[src/rtl/pw_pkg.sv]
package pw_pkg;
  typedef enum logic [1:0] {
    ST_IDLE = 2'd0,
    ST_RISE = 2'd1,
    ST_FALL = 2'd2,
    ST_FIN  = 2'd3
  } pw_state_e;
endpackage

[src/rtl/pw_vec_store.sv]
module pw_vec_store #(
  parameter int VEC_LEN = 256
) (
  input  logic               clk,
  input  logic               rst_n,
  input  logic               lock_i,
  input  logic               par_ld_i,
  input  logic [VEC_LEN-1:0] par_vec_i,
  input  logic               ser_en_i,
  input  logic               ser_bit_i,
  output logic [VEC_LEN-1:0] vec_o
);
  logic [VEC_LEN-1:0] vec_q, vec_n;
  logic               vec_en;

  always_comb begin
    vec_en = !lock_i && (par_ld_i || ser_en_i);
    if (par_ld_i) vec_n = par_vec_i;
    else          vec_n = {ser_bit_i, vec_q[VEC_LEN-1:1]};
  end

  always_ff @(posedge clk or negedge rst_n) begin
    if (!rst_n)      vec_q <= '0;
    else if (vec_en) vec_q <= vec_n;
  end

  assign vec_o = vec_q;

  // the vector is frozen while a scan holds the lock
  a_r11_vec_frozen: assert property (@(posedge clk) disable iff (!rst_n)
    lock_i |=> $stable(vec_q));
  // a parallel load while unlocked lands in the store
  a_r2_par_load: assert property (@(posedge clk) disable iff (!rst_n)
    (!lock_i && par_ld_i) |=> vec_q == $past(par_vec_i));
endmodule

[src/rtl/pw_edge_qual.sv]
module pw_edge_qual #(
  parameter int VEC_LEN = 256,
  parameter int IDX_W   = 8,
  parameter int NSAMP   = 4
) (
  input  logic [VEC_LEN-1:0] vec_i,
  input  logic [IDX_W-1:0]   idx_i,
  output logic               rise_o,
  output logic               fall_o
);
  localparam int CTR  = NSAMP - 1;
  localparam int TAPS = 2 * NSAMP - 1;

  logic [TAPS-1:0] tap;

  for (genvar k = 0; k < TAPS; k++) begin : g_tap
    logic [IDX_W-1:0] pos;
    assign pos    = idx_i + IDX_W'(k) - IDX_W'(CTR);
    assign tap[k] = vec_i[pos];
  end

  // rising: centre 1, one below 0, NSAMP-1 above all 1
  assign rise_o = tap[CTR] & ~tap[CTR-1] & (&tap[TAPS-1:CTR+1]);
  // falling: centre 0, NSAMP-1 below all 1
  assign fall_o = ~tap[CTR] & (&tap[CTR-1:0]);

  // a position cannot be both edge kinds at once
  always_comb begin
    a_r3_r4_exclusive: assert (!(rise_o && fall_o));
  end
endmodule

[src/rtl/pw_scan_ctrl.sv]
module pw_scan_ctrl
  import pw_pkg::*;
#(
  parameter int IDX_W     = 8,
  parameter int START_IDX = 4,
  parameter int LIMIT_IDX = 251
) (
  input  logic             clk,
  input  logic             rst_n,
  input  logic             start_i,
  input  logic             rise_i,
  input  logic             fall_i,
  output logic [IDX_W-1:0] idx_o,
  output logic             busy_o,
  output logic             fin_o,
  output logic             min_hit_o,
  output logic             max_hit_o,
  output logic [IDX_W-1:0] min_idx_o,
  output logic [IDX_W-1:0] max_idx_o
);
  localparam logic [IDX_W-1:0] START_C = IDX_W'(START_IDX);
  localparam logic [IDX_W-1:0] LIMIT_C = IDX_W'(LIMIT_IDX);

  pw_state_e        state_q, state_n;
  logic [IDX_W-1:0] idx_q, idx_n, min_q, min_n, max_q, max_n;
  logic             min_hit_q, min_hit_n, max_hit_q, max_hit_n;
  logic             at_limit;

  always_comb begin
    state_n   = state_q;
    idx_n     = idx_q;
    min_n     = min_q;
    max_n     = max_q;
    min_hit_n = min_hit_q;
    max_hit_n = max_hit_q;
    at_limit  = (idx_q == LIMIT_C);
    unique case (state_q)
      ST_IDLE: if (start_i) begin
        state_n   = ST_RISE;
        idx_n     = START_C;
        min_hit_n = 1'b0;
        max_hit_n = 1'b0;
      end
      ST_RISE: begin
        if (rise_i) begin
          min_n     = idx_q;
          min_hit_n = 1'b1;
          state_n   = ST_FALL;
        end else if (at_limit) begin
          state_n = ST_FIN;
        end else begin
          idx_n = idx_q + 1'b1;
        end
      end
      ST_FALL: begin
        if (fall_i) begin
          max_n     = idx_q;
          max_hit_n = 1'b1;
          state_n   = ST_FIN;
        end else if (at_limit) begin
          state_n = ST_FIN;
        end else begin
          idx_n = idx_q + 1'b1;
        end
      end
      ST_FIN: state_n = ST_IDLE;
      default: state_n = ST_IDLE;
    endcase
  end

  always_ff @(posedge clk or negedge rst_n) begin
    if (!rst_n) begin
      state_q   <= ST_IDLE;
      idx_q     <= '0;
      min_q     <= '0;
      max_q     <= '0;
      min_hit_q <= 1'b0;
      max_hit_q <= 1'b0;
    end else begin
      state_q   <= state_n;
      idx_q     <= idx_n;
      min_q     <= min_n;
      max_q     <= max_n;
      min_hit_q <= min_hit_n;
      max_hit_q <= max_hit_n;
    end
  end

  assign idx_o     = idx_q;
  assign busy_o    = (state_q != ST_IDLE);
  assign fin_o     = (state_q == ST_FIN);
  assign min_hit_o = min_hit_q;
  assign max_hit_o = max_hit_q;
  assign min_idx_o = min_q;
  assign max_idx_o = max_q;

  // the examined index stays inside the search range
  a_r3_idx_range: assert property (@(posedge clk) disable iff (!rst_n)
    (state_q == ST_RISE || state_q == ST_FALL) |->
      (idx_q >= START_C && idx_q <= LIMIT_C));
  // the falling search begins at the rising index
  a_r4_fall_from_min: assert property (@(posedge clk) disable iff (!rst_n)
    (state_q == ST_RISE && rise_i) |=> (state_q == ST_FALL && idx_q == $past(idx_q)));
  // a start during a scan never restarts it
  a_r10_start_ignored: assert property (@(posedge clk) disable iff (!rst_n)
    (state_q != ST_IDLE && start_i) |=> !(state_q == ST_RISE && idx_q == START_C));
  // the falling hit needs a rising hit first
  a_r5_max_needs_min: assert property (@(posedge clk) disable iff (!rst_n)
    max_hit_q |-> min_hit_q);
endmodule

[src/rtl/pw_result.sv]
module pw_result #(
  parameter int IDX_W = 8
) (
  input  logic             clk,
  input  logic             rst_n,
  input  logic             fin_i,
  input  logic             min_hit_i,
  input  logic             max_hit_i,
  input  logic [IDX_W-1:0] min_idx_i,
  input  logic [IDX_W-1:0] max_idx_i,
  input  logic [IDX_W-1:0] dflt_i,
  output logic [IDX_W:0]   win_min_o,
  output logic [IDX_W:0]   win_max_o,
  output logic             found_o,
  output logic [IDX_W-1:0] delay_o,
  output logic             done_o
);
  logic [IDX_W:0]   diff, min_n, max_n, min_q, max_q;
  logic [IDX_W-1:0] half, dly_n, dly_q;
  logic             ok, found_q, done_q;

  always_comb begin
    diff  = {1'b0, max_idx_i} - {1'b0, min_idx_i};
    half  = diff[IDX_W:1];
    ok    = min_hit_i && max_hit_i && !diff[IDX_W] && (half != '0);
    dly_n = ok ? half : dflt_i;
    min_n = min_hit_i ? {1'b0, min_idx_i} : '1;
    max_n = max_hit_i ? {1'b0, max_idx_i} : '1;
  end

  always_ff @(posedge clk or negedge rst_n) begin
    if (!rst_n) begin
      min_q   <= '1;
      max_q   <= '1;
      found_q <= 1'b0;
      dly_q   <= '0;
      done_q  <= 1'b0;
    end else begin
      done_q <= fin_i;
      if (fin_i) begin
        min_q   <= min_n;
        max_q   <= max_n;
        found_q <= ok;
        dly_q   <= dly_n;
      end
    end
  end

  assign win_min_o = min_q;
  assign win_max_o = max_q;
  assign found_o   = found_q;
  assign delay_o   = dly_q;
  assign done_o    = done_q;

  // done lasts a single cycle
  a_r9_done_single: assert property (@(posedge clk) disable iff (!rst_n)
    done_q |=> !done_q);
  // results hold unless a finish is being recorded
  a_r9_hold: assert property (@(posedge clk) disable iff (!rst_n)
    !fin_i |=> ($stable(dly_q) && $stable(found_q) && $stable(min_q) && $stable(max_q)));
  // fallback reports the default seen at the finishing edge
  a_r7_default: assert property (@(posedge clk) disable iff (!rst_n)
    (done_q && !found_q) |-> dly_q == $past(dflt_i));
  // a found window has its falling index above the rising one
  a_r6_order: assert property (@(posedge clk) disable iff (!rst_n)
    found_q |-> (max_q > min_q));
endmodule

[src/rtl/pw_edge_search.sv]
module pw_edge_search #(
  parameter int VEC_LEN = 256,
  parameter int NSAMP   = 4
) (
  input  logic                       clk,
  input  logic                       rst_n,
  input  logic                       start_i,
  input  logic                       par_ld_i,
  input  logic [VEC_LEN-1:0]         par_vec_i,
  input  logic                       ser_en_i,
  input  logic                       ser_bit_i,
  input  logic [$clog2(VEC_LEN)-1:0] dflt_i,
  output logic [$clog2(VEC_LEN):0]   win_min_o,
  output logic [$clog2(VEC_LEN):0]   win_max_o,
  output logic                       found_o,
  output logic [$clog2(VEC_LEN)-1:0] delay_o,
  output logic                       done_o
);
  localparam int IDX_W     = $clog2(VEC_LEN);
  localparam int START_IDX = NSAMP;
  localparam int LIMIT_IDX = VEC_LEN - 1 - NSAMP;

  logic [VEC_LEN-1:0] vec;
  logic [IDX_W-1:0]   idx, min_idx, max_idx;
  logic               rise, fall, busy, fin, min_hit, max_hit;

  pw_vec_store #(.VEC_LEN(VEC_LEN)) u_store (
    .clk(clk), .rst_n(rst_n), .lock_i(busy),
    .par_ld_i(par_ld_i), .par_vec_i(par_vec_i),
    .ser_en_i(ser_en_i), .ser_bit_i(ser_bit_i), .vec_o(vec)
  );

  pw_edge_qual #(.VEC_LEN(VEC_LEN), .IDX_W(IDX_W), .NSAMP(NSAMP)) u_qual (
    .vec_i(vec), .idx_i(idx), .rise_o(rise), .fall_o(fall)
  );

  pw_scan_ctrl #(.IDX_W(IDX_W), .START_IDX(START_IDX), .LIMIT_IDX(LIMIT_IDX)) u_ctrl (
    .clk(clk), .rst_n(rst_n), .start_i(start_i),
    .rise_i(rise), .fall_i(fall), .idx_o(idx), .busy_o(busy), .fin_o(fin),
    .min_hit_o(min_hit), .max_hit_o(max_hit),
    .min_idx_o(min_idx), .max_idx_o(max_idx)
  );

  pw_result #(.IDX_W(IDX_W)) u_res (
    .clk(clk), .rst_n(rst_n), .fin_i(fin),
    .min_hit_i(min_hit), .max_hit_i(max_hit),
    .min_idx_i(min_idx), .max_idx_i(max_idx), .dflt_i(dflt_i),
    .win_min_o(win_min_o), .win_max_o(win_max_o),
    .found_o(found_o), .delay_o(delay_o), .done_o(done_o)
  );
endmodule

[config.mk]
export PLATFORM = sky130hd
export DESIGN_NAME = pw_edge_search
export DESIGN_NICKNAME = d
export VERILOG_FILES = /design/src/rtl/pw_pkg.sv /design/src/rtl/pw_vec_store.sv /design/src/rtl/pw_edge_qual.sv /design/src/rtl/pw_scan_ctrl.sv /design/src/rtl/pw_result.sv /design/src/rtl/pw_edge_search.sv
export SDC_FILE = /design/constraint.sdc
export NUM_CORES = 1
export LEC_CHECK = 0
export CAP_MARGIN = 10
export CORE_UTILIZATION = 53
export DETAILED_ROUTE_END_ITERATION = 10
export PLACE_DENSITY = 0.78
export SLEW_MARGIN = 25
export SYNTH_ARGS = -nofsm -noshare
export SYNTH_HDL_FRONTEND = slang
export SYNTH_HIERARCHICAL = 1
export SYNTH_SLANG_ARGS = --single-unit
[constraint.sdc]
create_clock -name clk -period 5.2 [get_ports clk]
set_input_delay 0.78 -clock clk [delete_from_list [all_inputs] [get_ports clk]]
set_output_delay 0.78 -clock clk [all_outputs]
set_load 0.01 [all_outputs]
==> results.yml <==
grt:
  grt_first_pass_wirelength_um: 141300
  grt_pass1_vias: 23370
  track_usage_pct: 33.63
  grt_antenna_before_repair: 2
  grt_overflow: 0
  grt_max_degree: 233
synth:
  synth_flop_cell: "dfrtp_1"
  ys_async_sr_fraction_pct: 100.0
  avgSynthCellArea_um2: 10.95
  synth-simple-area-share_pct: 19.57
  yosys.area.top_type: "mux4_2"
  synth.area.mux_share_pct: 31.54
  yosysUniqueCellTypes: 98
  synth-compound-area-share_pct: 13.32
  synth_fa_ha_area_share_pct: 0.9591
  synth-seq-cells: 312
  synth_xor_area_share_pct: 1.394
  syn_nets: 2864
  ys_warn_count: 6
  yosysSeqAreaShare_pct: 27.79
  synth_edf_count: 0
  yosys.area.top_type_share_pct: 26.54
  synth.area.top_cells: "mux4_2, dfrtp_1, nand3b_1"
  synth_top_family_by_area: "multiplexers"
  syn_area_um2: 28180
  synth_cells: 2573
clock_tree:
  htree_levels: 2
  cts_max_path_buffers: 3
  cts_tree: "done"
  cts-buffers-inserted: 37
  clock-root-buffer: "clkbuf_16"
  path_clk_slew_ps: 60
  cts_sinks: 312
  clk_latency_ps: 570
drt:
  post_drt_wl_per_cell_um: 26.40
  drcViolationCount: 0
  first_iter_violations: 3567
  routed-wl-met3_um: 9093
  wl_met1_um: 35660
  dr.max_layer_used: "met5"
  route.met2.wl_um: 43640
  drt-pass1-iter-count: 6
  final_antenna_net_count: 0
  totalWireLength_um: 91120
  via_count: 24810
  avgViaCountPerCell: 7.188
timing:
  setup_tns_ps: 0
  worst_slew_pin_slew_ps: 1030
  rsz0062_at_grt: "no"
  hold_viol: 0
  slew-limit-headroom_pct: 31.33
  fin_ws_ps: 256.4
  fin_crit_ps: 4944
  slew_violations: 0
  setup_viol: 0
  finClkSkew_ps: 19.20
  fmax_mhz: 202.3
  fin_crit_sh_pct: 95.07
placement:
  globalplace.congestion: 1.075
  dpl_worst_slack_ps: 298.2
  io_buffers: 297
  dpl.hpwl_um: 64320
floorplanning:
  fp-row-count: 84
  ios: 298
  dieWidth_um: 232.6
  core_um2: 52550
  start_util_pct: 53.62
  die-area_um2: 54090
  fp.dieH_um: 232.6
power:
  power.density_nw_per_um2: 764.6
  leakagePower_nw: 12.37
  ir_worst_vdd_mv: 0.4073
layout:
  diodes: 0
  final_cell_mix: "mux4_2, nand2_1, clkdlybuf4s50_1"
  syn_to_final_growth_pct: 16.48
  fill_cells: 4029
  drive_gt1_share_pct: 24.68
  nets: 3030
  mostFrequentLayoutCell: "mux4_2"
worst_setup_path:
  worstPathRequired_ps: 5640
  crit_fanout: 33
  regToRegEndpoint: "u_ctrl/idx_o[6]"
  reg2reg_slack_ps: 260
  timing.rr.start: "u_ctrl/idx_o[1]"
  start_kind: "register"
  cp-endpoint: "u_ctrl/idx_o[6]"
  reg2reg_depth: 13
  worstSetupPathType: "reg -> reg"
  worstSetupEndpointType: "register"
  startpoint: "u_ctrl/idx_o[1]"
  cp.arrival_ps: 5380
outcome:
  outcome: "finished, final reports clean"
min_path:
  min_path_type: "in -> async"
run:
  drv_cap: 0
[kinds of logic (layout without fill, tap and decap cells)]
logic type      Yosys count  in the layout
flops                   312            312
fa+ha+maj                21             21
simple gates           1023           1023
buf+inv                 292            482
mux                     443            443
xor+xnor                 44             44
compound gates          438            438
[worst max-delay path, stage by stage (launching register included)]
cell	delay (ps)
dfrtp_4	630
inv_2	140
ha_4	500
buf_12	270
buf_12	200
mux4_2	540
mux4_1	540
mux4_2	510
mux2i_1	200
a211oi_2	150
nand2_2	260
nand4b_1	340
o31ai_1	360
o41ai_1	110
[what timing repair did]
action / 4_1_cts / 5_1_grt
hold buffers: 0 / 0
buffers inserted: 0 / 0
endpoints found under the setup margin: 0 / 5
resized for setup: 0 / 3
[power by group]
part / total, W / internal, W / switching (W)
clock network: 0.00262 / 0.00154 / 0.00108
logic: 0.0163 / 0.00835 / 0.00791
registers: 0.00621 / 0.00364 / 0.00257
total: 0.0251 / 0.0135 / 0.0116
[layout make-up]
| class | count | area, um^2 | area share, % |
|---|---|---|---|
| inverter | 32 | 127.6 | 0.3888 |
| timing repair buffer | 387 | 3845 | 11.71 |
| clock inverter | 13 | 151.4 | 0.4613 |
| clock buffer | 50 | 1065 | 3.244 |
| tap | 688 | 860.8 | 2.623 |
| sequential | 312 | 7843 | 23.89 |
| multi-input combinational | 1969 | 18930 | 57.67 |
[routing by layer]
| layer | vias up | track usage, % |
|---|---|---|
| met4 | 4 | 10.42 |
| met5 | - | 0 |
| met3 | 205 | 6.814 |
| met2 | 1507 | 52.84 |
| met1 | 12570 | 46.96 |
| li1 | 10520 | - |
[metrics by stage]
step	hold slack, ps	cells	power, W	util [%]	cell area, um^2
after floorplan	479.4	2573	0.01724	-	28180
after CTS	343.9	3451	0.02472	62.41	32800
after detailed placement	477.6	3388	0.02196	60.10	31580
after global routing	382.3	3451	0.02634	62.46	32820
after global placement	477.9	3388	0.02146	60.10	31580
final	299.4	3451	0.02509	62.46	32820
[flip-flops by register name (all words and copies together), names as in the netlist, 2 cells and up]
name	count
u_res/win_min_o	9
u_ctrl/min_idx_o	8
u_ctrl/max_idx_o	8
u_res/delay_o	8
u_ctrl/idx_o	8
u_ctrl/state_q	2
u_res/win_max_o	9
u_store/vec_o	256
[worst min-delay path by stage]
stage,from,endpoint,cells after the start
final,rst_n,u_store/vec_o[206],1
after global routing,rst_n,u_store/vec_o[206],1
after detailed placement,u_res/win_max_o[5],u_res/win_max_o[5],2
after CTS,rst_n,u_store/vec_o[205],1
after global placement,u_res/win_min_o[8],u_res/win_min_o[8],2
after floorplan,rst_n,u_ctrl/idx_o[0],0
[Yosys cell counts (5+ instances only)]
master and number:
nand2b_1 5, ha_1 20, buf_2 113, o31ai_1 5, a31oi_1 26, mux4_1 16, a22oi_2 100, a21oi_1 22
mux2_2 31, a211oi_1 12, o22ai_1 8, dfstp_2 18, nand3b_1 261, nor4_1 8, nand3_1 289, o221ai_1 8
xor2_1 14, a22oi_1 162, dfrtp_1 294, clkbuf_1 76, nand2_1 326, mux2i_1 64, nor2b_1 10, nor3b_1 6
nand4_1 12, o211ai_1 10, nor3_1 17, buf_6 22, xnor2_1 29, nor2_1 46, and3_1 6, and2_1 10
buf_1 22, inv_1 28, mux4_2 332, o21ai_0 26, o21a_1 5, buf_4 23
Power figures use the tool's default switching activity.
